`src/rtl/dwm_pkg.sv`:
```
package dwm_pkg;

  typedef enum logic [2:0] {
    ST_IDLE,
    ST_WDATA,
    ST_PRE,
    ST_ACT,
    ST_COL,
    ST_GAP,
    ST_RDWAIT
  } dwm_state_e;

  // Upper field of the doubleword address: the row index.
  function automatic logic [31:0] row_part(input logic [31:0] addr, input int unsigned col_w);
    return addr >> col_w;
  endfunction

  // Lower field of the doubleword address: the column index.
  function automatic logic [31:0] col_part(input logic [31:0] addr, input int unsigned col_w);
    return addr & ((32'd1 << col_w) - 32'd1);
  endfunction

  // A gap of N cycles between two commands needs N-1 cycles of waiting,
  // spent in the gap state whose counter counts down to zero.
  function automatic int gap_load(input int gap);
    return gap - 2;
  endfunction

endpackage

```
`src/rtl/dwm_row_track.sv`:
```
module dwm_row_track #(
  parameter int ROW_W = 4
) (
  input  logic             clk,
  input  logic             rst_n,
  input  logic             open_i,
  input  logic             close_i,
  input  logic [ROW_W-1:0] row_i,
  input  logic [ROW_W-1:0] q_row_i,
  output logic             open_valid_o,
  output logic [ROW_W-1:0] open_row_o,
  output logic             hit_o,
  output logic             conflict_o
);

  always_ff @(posedge clk) begin
    if (!rst_n) begin
      open_valid_o <= 1'b0;
      open_row_o   <= '0;
    end else if (close_i) begin
      open_valid_o <= 1'b0;
    end else if (open_i) begin
      open_valid_o <= 1'b1;
      open_row_o   <= row_i;
    end
  end

  assign hit_o      = open_valid_o && (open_row_o == q_row_i);
  assign conflict_o = open_valid_o && (open_row_o != q_row_i);

  AST_OPEN_RECORDS_ROW: assert property (@(posedge clk) disable iff (!rst_n)
    open_i |=> (open_valid_o && open_row_o == $past(row_i)));
  AST_CLOSE_CLEARS: assert property (@(posedge clk) disable iff (!rst_n)
    close_i |=> !open_valid_o);
  AST_ACT_ON_CLOSED: assert property (@(posedge clk) disable iff (!rst_n)
    open_i |-> !open_valid_o);

endmodule

```
`src/rtl/dwm_lanes.sv`:
```
module dwm_lanes #(
  parameter int LANES  = 8,
  parameter int LANE_W = 8
) (
  input  logic                    clk,
  input  logic                    rst_n,
  input  logic                    oe_i,
  input  logic [LANES*LANE_W-1:0] wdata_i,
  output logic [LANES*LANE_W-1:0] dq_out_o,
  input  logic                    cap_i,
  input  logic [LANES*LANE_W-1:0] dq_in_i,
  output logic [LANES*LANE_W-1:0] rdata_o
);

  // Chip k owns lane k: bits k*LANE_W and up of the doubleword.
  for (genvar k = 0; k < LANES; k++) begin : g_lane
    logic [LANE_W-1:0] rd_byte;

    assign dq_out_o[k*LANE_W +: LANE_W] = oe_i ? wdata_i[k*LANE_W +: LANE_W] : '0;

    always_ff @(posedge clk) begin
      if (!rst_n)     rd_byte <= '0;
      else if (cap_i) rd_byte <= dq_in_i[k*LANE_W +: LANE_W];
    end

    assign rdata_o[k*LANE_W +: LANE_W] = rd_byte;
  end

endmodule

```
`src/rtl/dwm_seq.sv`:
```
module dwm_seq
  import dwm_pkg::*;
#(
  parameter int ROW_W  = 4,
  parameter int COL_W  = 4,
  parameter int DW     = 64,
  parameter int T_RP   = 2,
  parameter int T_RCD  = 2,
  parameter int T_CL   = 2
) (
  input  logic                  clk,
  input  logic                  rst_n,
  input  logic                  req_valid,
  output logic                  req_ready,
  input  logic                  req_write,
  input  logic [ROW_W+COL_W-1:0] req_addr,
  input  logic                  wd_valid,
  output logic                  wd_ready,
  input  logic [DW-1:0]         wd_data,
  output logic                  rsp_valid,
  output logic                  cmd_pre,
  output logic                  cmd_act,
  output logic                  cmd_col,
  output logic                  cmd_we,
  output logic [((ROW_W > COL_W) ? ROW_W : COL_W)-1:0] cmd_addr,
  output logic [DW-1:0]         wdata_o,
  output logic                  cap_o,
  output logic [ROW_W-1:0]      act_row_o,
  output logic [ROW_W-1:0]      q_row_o,
  input  logic                  hit_i,
  input  logic                  conflict_i,
  input  logic                  open_valid_i
);

  localparam int AW    = ROW_W + COL_W;
  localparam int CMD_AW = (ROW_W > COL_W) ? ROW_W : COL_W;
  localparam int TMAX  = (T_RP > T_RCD) ? ((T_RP > T_CL) ? T_RP : T_CL)
                                        : ((T_RCD > T_CL) ? T_RCD : T_CL);
  localparam int WCW   = $clog2(TMAX + 1) + 1;
  localparam int SCW   = $clog2(T_RP + T_RCD + 4) + 1;

  dwm_state_e       state;
  dwm_state_e       gap_next;
  logic [WCW-1:0]   wait_left;
  logic [AW-1:0]    addr_q;
  logic             wr_q;
  logic [DW-1:0]    wdata_q;

  logic [ROW_W-1:0] row_q;
  logic [COL_W-1:0] col_q;
  logic [ROW_W-1:0] row_in;
  logic             take_req;
  logic             take_wd;
  logic             rd_done;

  assign row_q  = ROW_W'(row_part(32'(addr_q), COL_W));
  assign col_q  = COL_W'(col_part(32'(addr_q), COL_W));
  assign row_in = ROW_W'(row_part(32'(req_addr), COL_W));

  // Path for a request once its address (and write data) is in hand.
  function automatic dwm_state_e route(input logic hit, input logic conflict);
    if (hit)           return ST_COL;
    else if (conflict) return ST_PRE;
    else               return ST_ACT;
  endfunction

  assign take_req = (state == ST_IDLE) && req_valid;
  assign take_wd  = (state == ST_WDATA) && wd_valid;
  assign rd_done  = (state == ST_RDWAIT) && (wait_left == '0);

  always_ff @(posedge clk) begin
    if (!rst_n) begin
      state     <= ST_IDLE;
      gap_next  <= ST_IDLE;
      wait_left <= '0;
      addr_q    <= '0;
      wr_q      <= 1'b0;
      wdata_q   <= '0;
      rsp_valid <= 1'b0;
    end else begin
      rsp_valid <= 1'b0;
      case (state)
        ST_IDLE: begin
          if (req_valid) begin
            addr_q <= req_addr;
            wr_q   <= req_write;
            state  <= req_write ? ST_WDATA : route(hit_i, conflict_i);
          end
        end
        ST_WDATA: begin
          if (wd_valid) begin
            wdata_q <= wd_data;
            state   <= route(hit_i, conflict_i);
          end
        end
        ST_PRE: begin
          if (T_RP > 1) begin
            state     <= ST_GAP;
            gap_next  <= ST_ACT;
            wait_left <= WCW'(gap_load(T_RP));
          end else begin
            state <= ST_ACT;
          end
        end
        ST_ACT: begin
          if (T_RCD > 1) begin
            state     <= ST_GAP;
            gap_next  <= ST_COL;
            wait_left <= WCW'(gap_load(T_RCD));
          end else begin
            state <= ST_COL;
          end
        end
        ST_COL: begin
          if (wr_q) begin
            state <= ST_IDLE;
          end else begin
            state     <= ST_RDWAIT;
            wait_left <= WCW'(T_CL - 1);
          end
        end
        ST_GAP: begin
          if (wait_left == '0) state <= gap_next;
          else                 wait_left <= wait_left - 1'b1;
        end
        ST_RDWAIT: begin
          if (wait_left == '0) begin
            rsp_valid <= 1'b1;
            state     <= ST_IDLE;
          end else begin
            wait_left <= wait_left - 1'b1;
          end
        end
        default: state <= ST_IDLE;
      endcase
    end
  end

  // Commands decode straight from the state register.
  assign req_ready = (state == ST_IDLE);
  assign wd_ready  = (state == ST_WDATA);
  assign cmd_pre   = (state == ST_PRE);
  assign cmd_act   = (state == ST_ACT);
  assign cmd_col   = (state == ST_COL);
  assign cmd_we    = cmd_col && wr_q;
  assign cap_o     = rd_done;
  assign wdata_o   = wdata_q;
  assign act_row_o = row_q;
  assign q_row_o   = (state == ST_IDLE) ? row_in : row_q;

  always_comb begin
    cmd_addr = '0;
    if (cmd_act)      cmd_addr = CMD_AW'(row_q);
    else if (cmd_col) cmd_addr = CMD_AW'(col_q);
  end

  // Observation counters for the timing properties.
  logic [SCW-1:0] since_act;
  logic [SCW-1:0] since_pre;
  logic           wd_seen;

  always_ff @(posedge clk) begin
    if (!rst_n) begin
      since_act <= '1;
      since_pre <= '1;
      wd_seen   <= 1'b0;
    end else begin
      if (cmd_act)              since_act <= SCW'(1);
      else if (since_act != '1) since_act <= since_act + 1'b1;
      if (cmd_pre)              since_pre <= SCW'(1);
      else if (since_pre != '1) since_pre <= since_pre + 1'b1;
      if (take_wd)              wd_seen <= 1'b1;
      else if (cmd_we)          wd_seen <= 1'b0;
    end
  end

  AST_COL_NEEDS_ROW: assert property (@(posedge clk) disable iff (!rst_n)
    cmd_col |-> open_valid_i);
  AST_RCD_GAP: assert property (@(posedge clk) disable iff (!rst_n)
    cmd_col |-> (since_act >= SCW'(T_RCD)));
  AST_RP_GAP: assert property (@(posedge clk) disable iff (!rst_n)
    cmd_act |-> (since_pre >= SCW'(T_RP)));
  AST_WRITE_AFTER_DATA: assert property (@(posedge clk) disable iff (!rst_n)
    cmd_we |-> wd_seen);
  AST_RSP_ONE_CYCLE: assert property (@(posedge clk) disable iff (!rst_n)
    rsp_valid |=> !rsp_valid);
  AST_BUSY_AFTER_ACCEPT: assert property (@(posedge clk) disable iff (!rst_n)
    take_req |=> !req_ready);
  AST_ONE_COMMAND: assert property (@(posedge clk) disable iff (!rst_n)
    $onehot0({cmd_pre, cmd_act, cmd_col}));

endmodule

```
`src/rtl/dword_mem_ctrl.sv`:
```
module dword_mem_ctrl #(
  parameter int ROW_W  = 4,
  parameter int COL_W  = 4,
  parameter int LANES  = 8,
  parameter int LANE_W = 8,
  parameter int T_RP   = 2,
  parameter int T_RCD  = 2,
  parameter int T_CL   = 2
) (
  input  logic                          clk,
  input  logic                          rst_n,
  input  logic                          req_valid,
  output logic                          req_ready,
  input  logic                          req_write,
  input  logic [ROW_W+COL_W-1:0]        req_addr,
  input  logic                          wd_valid,
  output logic                          wd_ready,
  input  logic [LANES*LANE_W-1:0]       wd_data,
  output logic                          rsp_valid,
  output logic [LANES*LANE_W-1:0]       rsp_data,
  output logic                          dram_pre,
  output logic                          dram_act,
  output logic                          dram_col,
  output logic                          dram_we,
  output logic [((ROW_W > COL_W) ? ROW_W : COL_W)-1:0] dram_addr,
  output logic                          dram_dq_oe,
  output logic [LANES*LANE_W-1:0]       dram_dq_out,
  input  logic [LANES*LANE_W-1:0]       dram_dq_in
);

  localparam int DW = LANES * LANE_W;

  logic [ROW_W-1:0] act_row;
  logic [ROW_W-1:0] q_row;
  logic [ROW_W-1:0] open_row;
  logic             open_valid;
  logic             row_hit;
  logic             row_conflict;
  logic             cap;
  logic [DW-1:0]    wdata;

  dwm_seq #(
    .ROW_W(ROW_W), .COL_W(COL_W), .DW(DW),
    .T_RP(T_RP), .T_RCD(T_RCD), .T_CL(T_CL)
  ) u_seq (
    .clk(clk), .rst_n(rst_n),
    .req_valid(req_valid), .req_ready(req_ready),
    .req_write(req_write), .req_addr(req_addr),
    .wd_valid(wd_valid), .wd_ready(wd_ready), .wd_data(wd_data),
    .rsp_valid(rsp_valid),
    .cmd_pre(dram_pre), .cmd_act(dram_act), .cmd_col(dram_col),
    .cmd_we(dram_we), .cmd_addr(dram_addr),
    .wdata_o(wdata), .cap_o(cap),
    .act_row_o(act_row), .q_row_o(q_row),
    .hit_i(row_hit), .conflict_i(row_conflict), .open_valid_i(open_valid)
  );

  dwm_row_track #(.ROW_W(ROW_W)) u_rows (
    .clk(clk), .rst_n(rst_n),
    .open_i(dram_act), .close_i(dram_pre),
    .row_i(act_row), .q_row_i(q_row),
    .open_valid_o(open_valid), .open_row_o(open_row),
    .hit_o(row_hit), .conflict_o(row_conflict)
  );

  assign dram_dq_oe = dram_we;

  dwm_lanes #(.LANES(LANES), .LANE_W(LANE_W)) u_lanes (
    .clk(clk), .rst_n(rst_n),
    .oe_i(dram_we), .wdata_i(wdata), .dq_out_o(dram_dq_out),
    .cap_i(cap), .dq_in_i(dram_dq_in), .rdata_o(rsp_data)
  );

  AST_OPEN_ROW_STABLE: assert property (@(posedge clk) disable iff (!rst_n)
    (!dram_act && !dram_pre) |=> $stable(open_row));

endmodule

```
`config.mk`:
```
export PLATFORM = sky130hd
export DESIGN_NAME = dword_mem_ctrl
export DESIGN_NICKNAME = d
export VERILOG_FILES = /design/src/rtl/dwm_pkg.sv /design/src/rtl/dwm_row_track.sv /design/src/rtl/dwm_lanes.sv /design/src/rtl/dwm_seq.sv /design/src/rtl/dword_mem_ctrl.sv
export SDC_FILE = /design/constraint.sdc
export NUM_CORES = 1
export LEC_CHECK = 0
export BUFFER_PORTS_ARGS = -buffer_cell sky130_fd_sc_hd__buf_4
export CORE_ASPECT_RATIO = 0.9
export CORE_UTILIZATION = 35
export CTS_BUF_LIST = sky130_fd_sc_hd__clkbuf_16
export CTS_CLUSTER_DIAMETER = 120
export CTS_CLUSTER_SIZE = 8
export DETAILED_ROUTE_END_ITERATION = 8
export GPL_TIMING_DRIVEN = 0
export SKIP_CTS_REPAIR_TIMING = 1
export SYNTH_ARGS = -nofsm -noshare
export SYNTH_HDL_FRONTEND = slang
export SYNTH_HIERARCHICAL = 1
export SYNTH_SLANG_ARGS = --single-unit
```
`constraint.sdc`:
```
create_clock -name clk -period 2.86 [get_ports clk]
set_input_delay 0.572 -clock clk [delete_from_list [all_inputs] [get_ports clk]]
set_output_delay 0.572 -clock clk [all_outputs]
set_load 0.01 [all_outputs]
```
=== Yosys cells after proc, flatten, opt, wreduce, memory -nomap -nowiden ===
Cells that the tools add are included.

* Output and inout bits: 140
* Flip-flop bits (word level): 152
* Word-level logic and storage cells: 76

* Reduce and logical (&&, ||, !) cells: 17
* $add $sub $neg: 1
* Bitwise logic cells: 2
* Multiplexer cells: 25
* Equal/unequal tests: 14

{| class="wikitable"
|+ Operators by type and width
! operator !! number
|-
| 8-bit two-way mux || 8
|-
| 3-bit two-way mux || 9
|-
| 3-bit case mux with 6 select lines || 1
|-
| 4-bit two-way mux || 3
|-
| 2-bit != test (second input constant) || 5
|-
| 3-bit equality test (second input constant) || 3
|-
| 3-bit case mux with 3 select lines || 1
|-
| 2-bit AND reduction || 4
|-
| 3-bit by 2-bit equality test with 1-bit output (second input constant) || 2
|-
| 3-bit logical NOT || 2
|-
| 3-bit case mux with 2 select lines || 1
|-
| 2-bit OR reduction || 3
|-
| 4-bit equality test || 1
|-
| 1-bit logical AND || 4
|-
| 4-bit != test || 1
|-
| 4-bit AND reduction || 1
|-
| 3-bit by 1-bit equality test with 1-bit output (second input constant) || 1
|-
| 3-bit AND reduction || 1
|-
| 3-bit nonzero test || 1
|-
| 3-bit by 1-bit subtractor with 3-bit output (second input constant) || 1
|-
| 1-bit two-way mux || 2
|-
| 2-bit by 1-bit != test with 1-bit output (second input constant) || 1
|-
| 1-bit NOT || 2
|-
| 2-bit nonzero test || 1
|}

=== Depth between registers and ports, before layout ===
* Word-level depth: 9
* Gate-level depth with buffers: 10
* Depth with buffers taken out: 9

=== Modules after synthesis ===
The synthesis kept the hierarchy.

{| class="wikitable"
|+ Modules (own cells, without submodules)
! module !! sequential area each (um^2) !! area each (um^2) !! instances !! cells each
|-
| dwm_seq || 1641.6 || 3314.4 || 1 || 422
|-
| dwm_lanes || 1281.2 || 2874.0 || 1 || 276
|-
| dwm_row_track || 100.1 || 247.7 || 1 || 24
|-
| dword_mem_ctrl || 0.0 || 7.5 || 1 || 1
|}

=== Worst setup path before layout ===
No wires, ideal clock.

* Path kind: register -> register
* Start point: register u_seq.state[2]
* End point: register u_seq.state[0]
* Arrival: 2116 ps
* Stages on the path, launching flop included: 11
* Setup slack: 612 ps
* Setup time: 132 ps
* Buffers on the path: 1
* Cells stage by stage: dfxtp_1 buf_2 nor3_4 mux2_2 xor2_1 nor4_2 and2_1 nor2_1 nor4_1 nand3b_1 a21oi_1

* Elaborated cells between the ends (all ways): 24

{| class="wikitable"
|+ RTL lines
! what !! line !! text
|-
| from (decl) || dwm_seq.sv:42 || <nowiki>dwm_state_e state;</nowiki>
|-
| from (signal assigned) || dwm_seq.sv:87 || <nowiki>state <= req_write ? ST_WDATA : route(hit_i, conflict_i);</nowiki>
|-
| from (signal assigned) || dwm_seq.sv:93 || <nowiki>state <= route(hit_i, conflict_i);</nowiki>
|-
| from (signal assigned) || dwm_seq.sv:123 || <nowiki>if (wait_left == '0) state <= gap_next;</nowiki>
|-
| 3-bit logical NOT (*) || - ||
|-
| named net req_ready || dword_mem_ctrl.sv:13 || <nowiki>output logic req_ready,</nowiki>
|-
| 4-bit two-way mux (*) || dwm_seq.sv:149 || <nowiki>assign q_row_o = (state == ST_IDLE) ? row_in : row_q;</nowiki>
|-
| named net q_row[3] || dword_mem_ctrl.sv:34 || <nowiki>logic [ROW_W-1:0] q_row;</nowiki>
|-
| 4-bit equality test (*) || dwm_row_track.sv:28 || <nowiki>assign hit_o = open_valid_o && (open_row_o == q_row_i);</nowiki>
|-
| 1-bit logical AND (*) || dwm_row_track.sv:28 ||
|-
| named net row_hit || dword_mem_ctrl.sv:37 || <nowiki>logic row_hit;</nowiki>
|-
| 3-bit two-way mux (*) || dwm_seq.sv:62 || <nowiki>if (hit) return ST_COL;</nowiki>
|-
| 3-bit two-way mux || dwm_seq.sv:87 ||
|-
| 3-bit two-way mux || dwm_seq.sv:84 || <nowiki>if (req_valid) begin</nowiki>
|-
| 3-bit case mux with 6 select lines (*) || dwm_seq.sv:82 || <nowiki>case (state)</nowiki>
|}

Mark *: on every way through the listed nets, which the timed path passes. The rest lies on a longest branch. The select of a mux whose other input is x is not followed.
A chain may end at the register's enable or synchronous reset.

=== Worst setup path in the final report ===
* Start point: register u_seq.state[2]
* End point: output dram_dq_out[4]

* Cells in the longest elaborated chain, start to end: 3

{| class="wikitable"
|+ RTL lines
! what !! line !! text
|-
| 3-bit equality test || dwm_seq.sv:144 || <nowiki>assign cmd_col = (state == ST_COL);</nowiki>
|-
| 1-bit logical AND || dwm_seq.sv:145 || <nowiki>assign cmd_we = cmd_col && wr_q;</nowiki>
|-
| 8-bit two-way mux || dwm_lanes.sv:19 || <nowiki>assign dq_out_o[k*LANE_W +: LANE_W] = oe_i ? wdata_i[k*LANE_W +: LANE_W] : '0;</nowiki>
|-
| to (decl) || dword_mem_ctrl.sv:27 || <nowiki>output logic [LANES*LANE_W-1:0] dram_dq_out,</nowiki>
|}

No other way between the ends.

==> metrics.yaml <==
syn_nets: 866
nNetsFinal: 1165
drtPass1Iterations: 4
period_minus_slack_ns: 2.716
area_growth_syn_to_layout_pct: 46.62
gp_congestion: 0.7610
ios: 281
start_util_pct: 36.12
grt_pass1_wl_microns: 28350
setup_viol: 0
vdd_ir_drop_max_mv: 0.3974
crit_required_ns: 2.29
drc: 0
drt_iter0_drc: 206
htreeDepth: 4
die_area_sq_mm: 0.01896
die_w_microns: 145.0
grtUsageTotal_pct: 18.94
grt_overflow: 0
power_frac_seq_pct: 42.4
p_comb_share_pct: 15.7
hold_viol_final: 0
switching_share_pct: 25.92
timing.hold.ws_ns: 0.4020
maxCapViolations: 0
rows: 46
post-synth-top-area-cell: "dfxtp_1"
seq_area_frac_synth_pct: 46.91
status: "complete, no violations"
cts_buffers: 17
yosysWarnings: 6
switchingPower_w: 0.001395
design.core.area_sq_mm: 0.01784
synth_area_leaders: "dfxtp_1 47%, mux2i_1 11%, nand2_1 8.9%"
worstSetupStartpointType: "flop"
critPathMaxFanout: 12
fmax_mhz: 368.2
grt_pass1_vias: 5425
vias_per_cell: 4.475
synth-seq-cells: 151
drive_above_1_share_pct: 34.30
synthArstFlopShare_pct: 0
ys.flop_type: "dfxtp_1"
syn_inst: 723
drv_slew: 0
worstSetupPathType: "reg2out"
worst_pin_slew_ns: 0.6341
pwr-share-clk_pct: 41.9
period_share_pct: 94.96
drt_wl_total_microns: 18400
p_int_w: 0.003988
antenna_found_initial: 0
diodes: 0
clock_skew_ns: 0.007927
synth-edff-count: 0
synth_cell_types: 46
end_kind: "primary output"
synthesis.area_sq_mm: 0.006444
synth_top_area_share_pct: 46.91
clkTransAtPathRegs_ns: 0.06
tritoncts: "done"
grt_max_degree: 17
power.leakage_nw: 3.932
avgSynthCellArea_sq_um: 8.912
powerDensity_mw_per_mm2: 569.7
cts_sinks: 151
die_h_microns: 130.7
route.vias.total: 5706
cp.arrival_ns: 2.14
wl_per_cell_microns: 14.43
clk_root_buffer_cell: "clkbuf_16"
postRouteAntennaNets: 0
hold_path_class: "in2reg"
fin_util_pct: 52.95
place_hpwl_microns: 13710
relSlewSlack_pct: 57.73
clock_latency_ns: 0.41
placement.io_buffers: 280
cts_buffer_depth: 2
[cell usage in the layout, fill, tap and decap left out, types with 4 or more instances in the layout]
cell / netlist / final
buf_4: 13 / 293
buf_2: 5 / 5
inv_1: 3 / 5
nor3b_1: 5 / 5
clkbuf_16: 0 / 17
nand2_1: 153 / 153
a21oi_1: 83 / 83
clkbuf_2: 2 / 8
nor2b_1: 71 / 71
mux2_2: 4 / 4
nor2_1: 9 / 8
and2_1: 69 / 69
a22o_1: 4 / 4
nand2b_1: 5 / 5
mux2i_1: 69 / 69
buf_8: 6 / 6
o21ai_0: 5 / 5
dfxtp_1: 151 / 151
xor2_1: 4 / 4
clkbuf_1: 28 / 22
[registers in the layout (all words and copies together), names as in the netlist]
register and flops:
u_seq/wait_left 3, u_seq/gap_next 2, u_seq/addr_q 8, u_seq/state 3
u_seq/wdata_o 64, u_rows/open_valid_o 1, u_lanes/g_lane.rd_byte 64, u_seq/rsp_valid 1
u_seq/wr_q 1, u_rows/open_row_o 4
[worst max-delay path: stages (launching register included)]
cell      delay (ns)
dfxtp_1         0.33
buf_2           0.22
clkbuf_2        0.25
and3_4          0.34
clkbuf_2        0.29
and2_1          0.18
buf_4           0.12
[synthesized netlist by cell type, drive strengths merged, types with 2 or more instances]
cell	count
clkbuf	30
nand2b	5
nor3	2
nand3	2
dfxtp	151
o21ai	6
nor4	3
mux2	4
nor3b	5
and2	69
a21oi	83
xor2	4
and3	2
ha	2
nor2b	71
buf	26
nand2	153
nand3b	3
a211oi	2
a22o	4
inv	4
nor2	10
mux2i	69
[power by group through the flow]
stage | registers [W] | logic (W) | clock network (W)
floorplan | 0.00232 | 0.000516 | 0
global placement | 0.00233 | 0.000840 | 0
detailed placement | 0.00233 | 0.000843 | 0
CTS | 0.00228 | 0.000846 | 0.00233
global route | 0.00230 | 0.000936 | 0.00242
finish | 0.00228 | 0.000844 | 0.00226
[cell families (layout without fill, tap and decap cells)]
| family | after synthesis | in the layout | share of synthesized area (%) |
|---|---|---|---|
| AO/OA/AOI/OAI | 102 | 102 | 8.641 |
| XOR/XNOR | 5 | 5 | 0.6796 |
| adder cells (fa/ha/maj) | 2 | 2 | 0.3883 |
| buffers and inverters | 60 | 372 | 5.670 |
| flip-flops | 151 | 151 | 46.91 |
| multiplexers | 73 | 73 | 11.42 |
| AND/OR/NAND/NOR | 330 | 330 | 26.29 |
[routing by layer]
layer	routed length [microns]	track usage, %	vias up
li1	-	-	2962
met5	0	0	-
met4	93	4.130	0
met2	8630	30.51	154
met1	8702	25.27	2583
met3	976	5.347	7
[worst paths after layout]
check                                         end               from  slack [ns]  depth (start not counted)
worst min-delay path            u_seq/wdata_o[39]        wd_data[39]        0.40                          3
worst max register to register     u_seq/state[0]     u_seq/state[2]        0.37                         10
worst max-delay path               dram_dq_out[4]     u_seq/state[2]        0.14                          6
worst min register to register  u_seq/wdata_o[28]  u_seq/wdata_o[28]        0.45                          2
[per-stage QoR]
step	cells	power (W)	setup WS [ns]	instance area [sq um]	TNS [ns]
after floorplan	723	0.002834	0.6119	6444	0
final	1275	0.005383	0.1440	9448	0
after CTS	1275	0.005454	-0.5037	9433	-22.97
after global placement	1243	0.003166	-0.03564	8846	-0.2253
after global routing	1275	0.005655	-0.0009490	9448	-0.0009490
after detailed placement	1243	0.003172	-0.03582	8846	-0.1391
[cell type report]
type | count | area, sq um
fillers | 1754 | 8394
multi-input cells | 512 | 3063
flip-flops and latches | 151 | 3023
repair buffers | 280 | 2102
clock buffers | 17 | 425.4
plain buffers | 56 | 357.8
well taps | 240 | 300.3
clock inverters | 15 | 161.4
inverters | 4 | 15.01
Note: power is estimated with default switching activity, not from simulation.
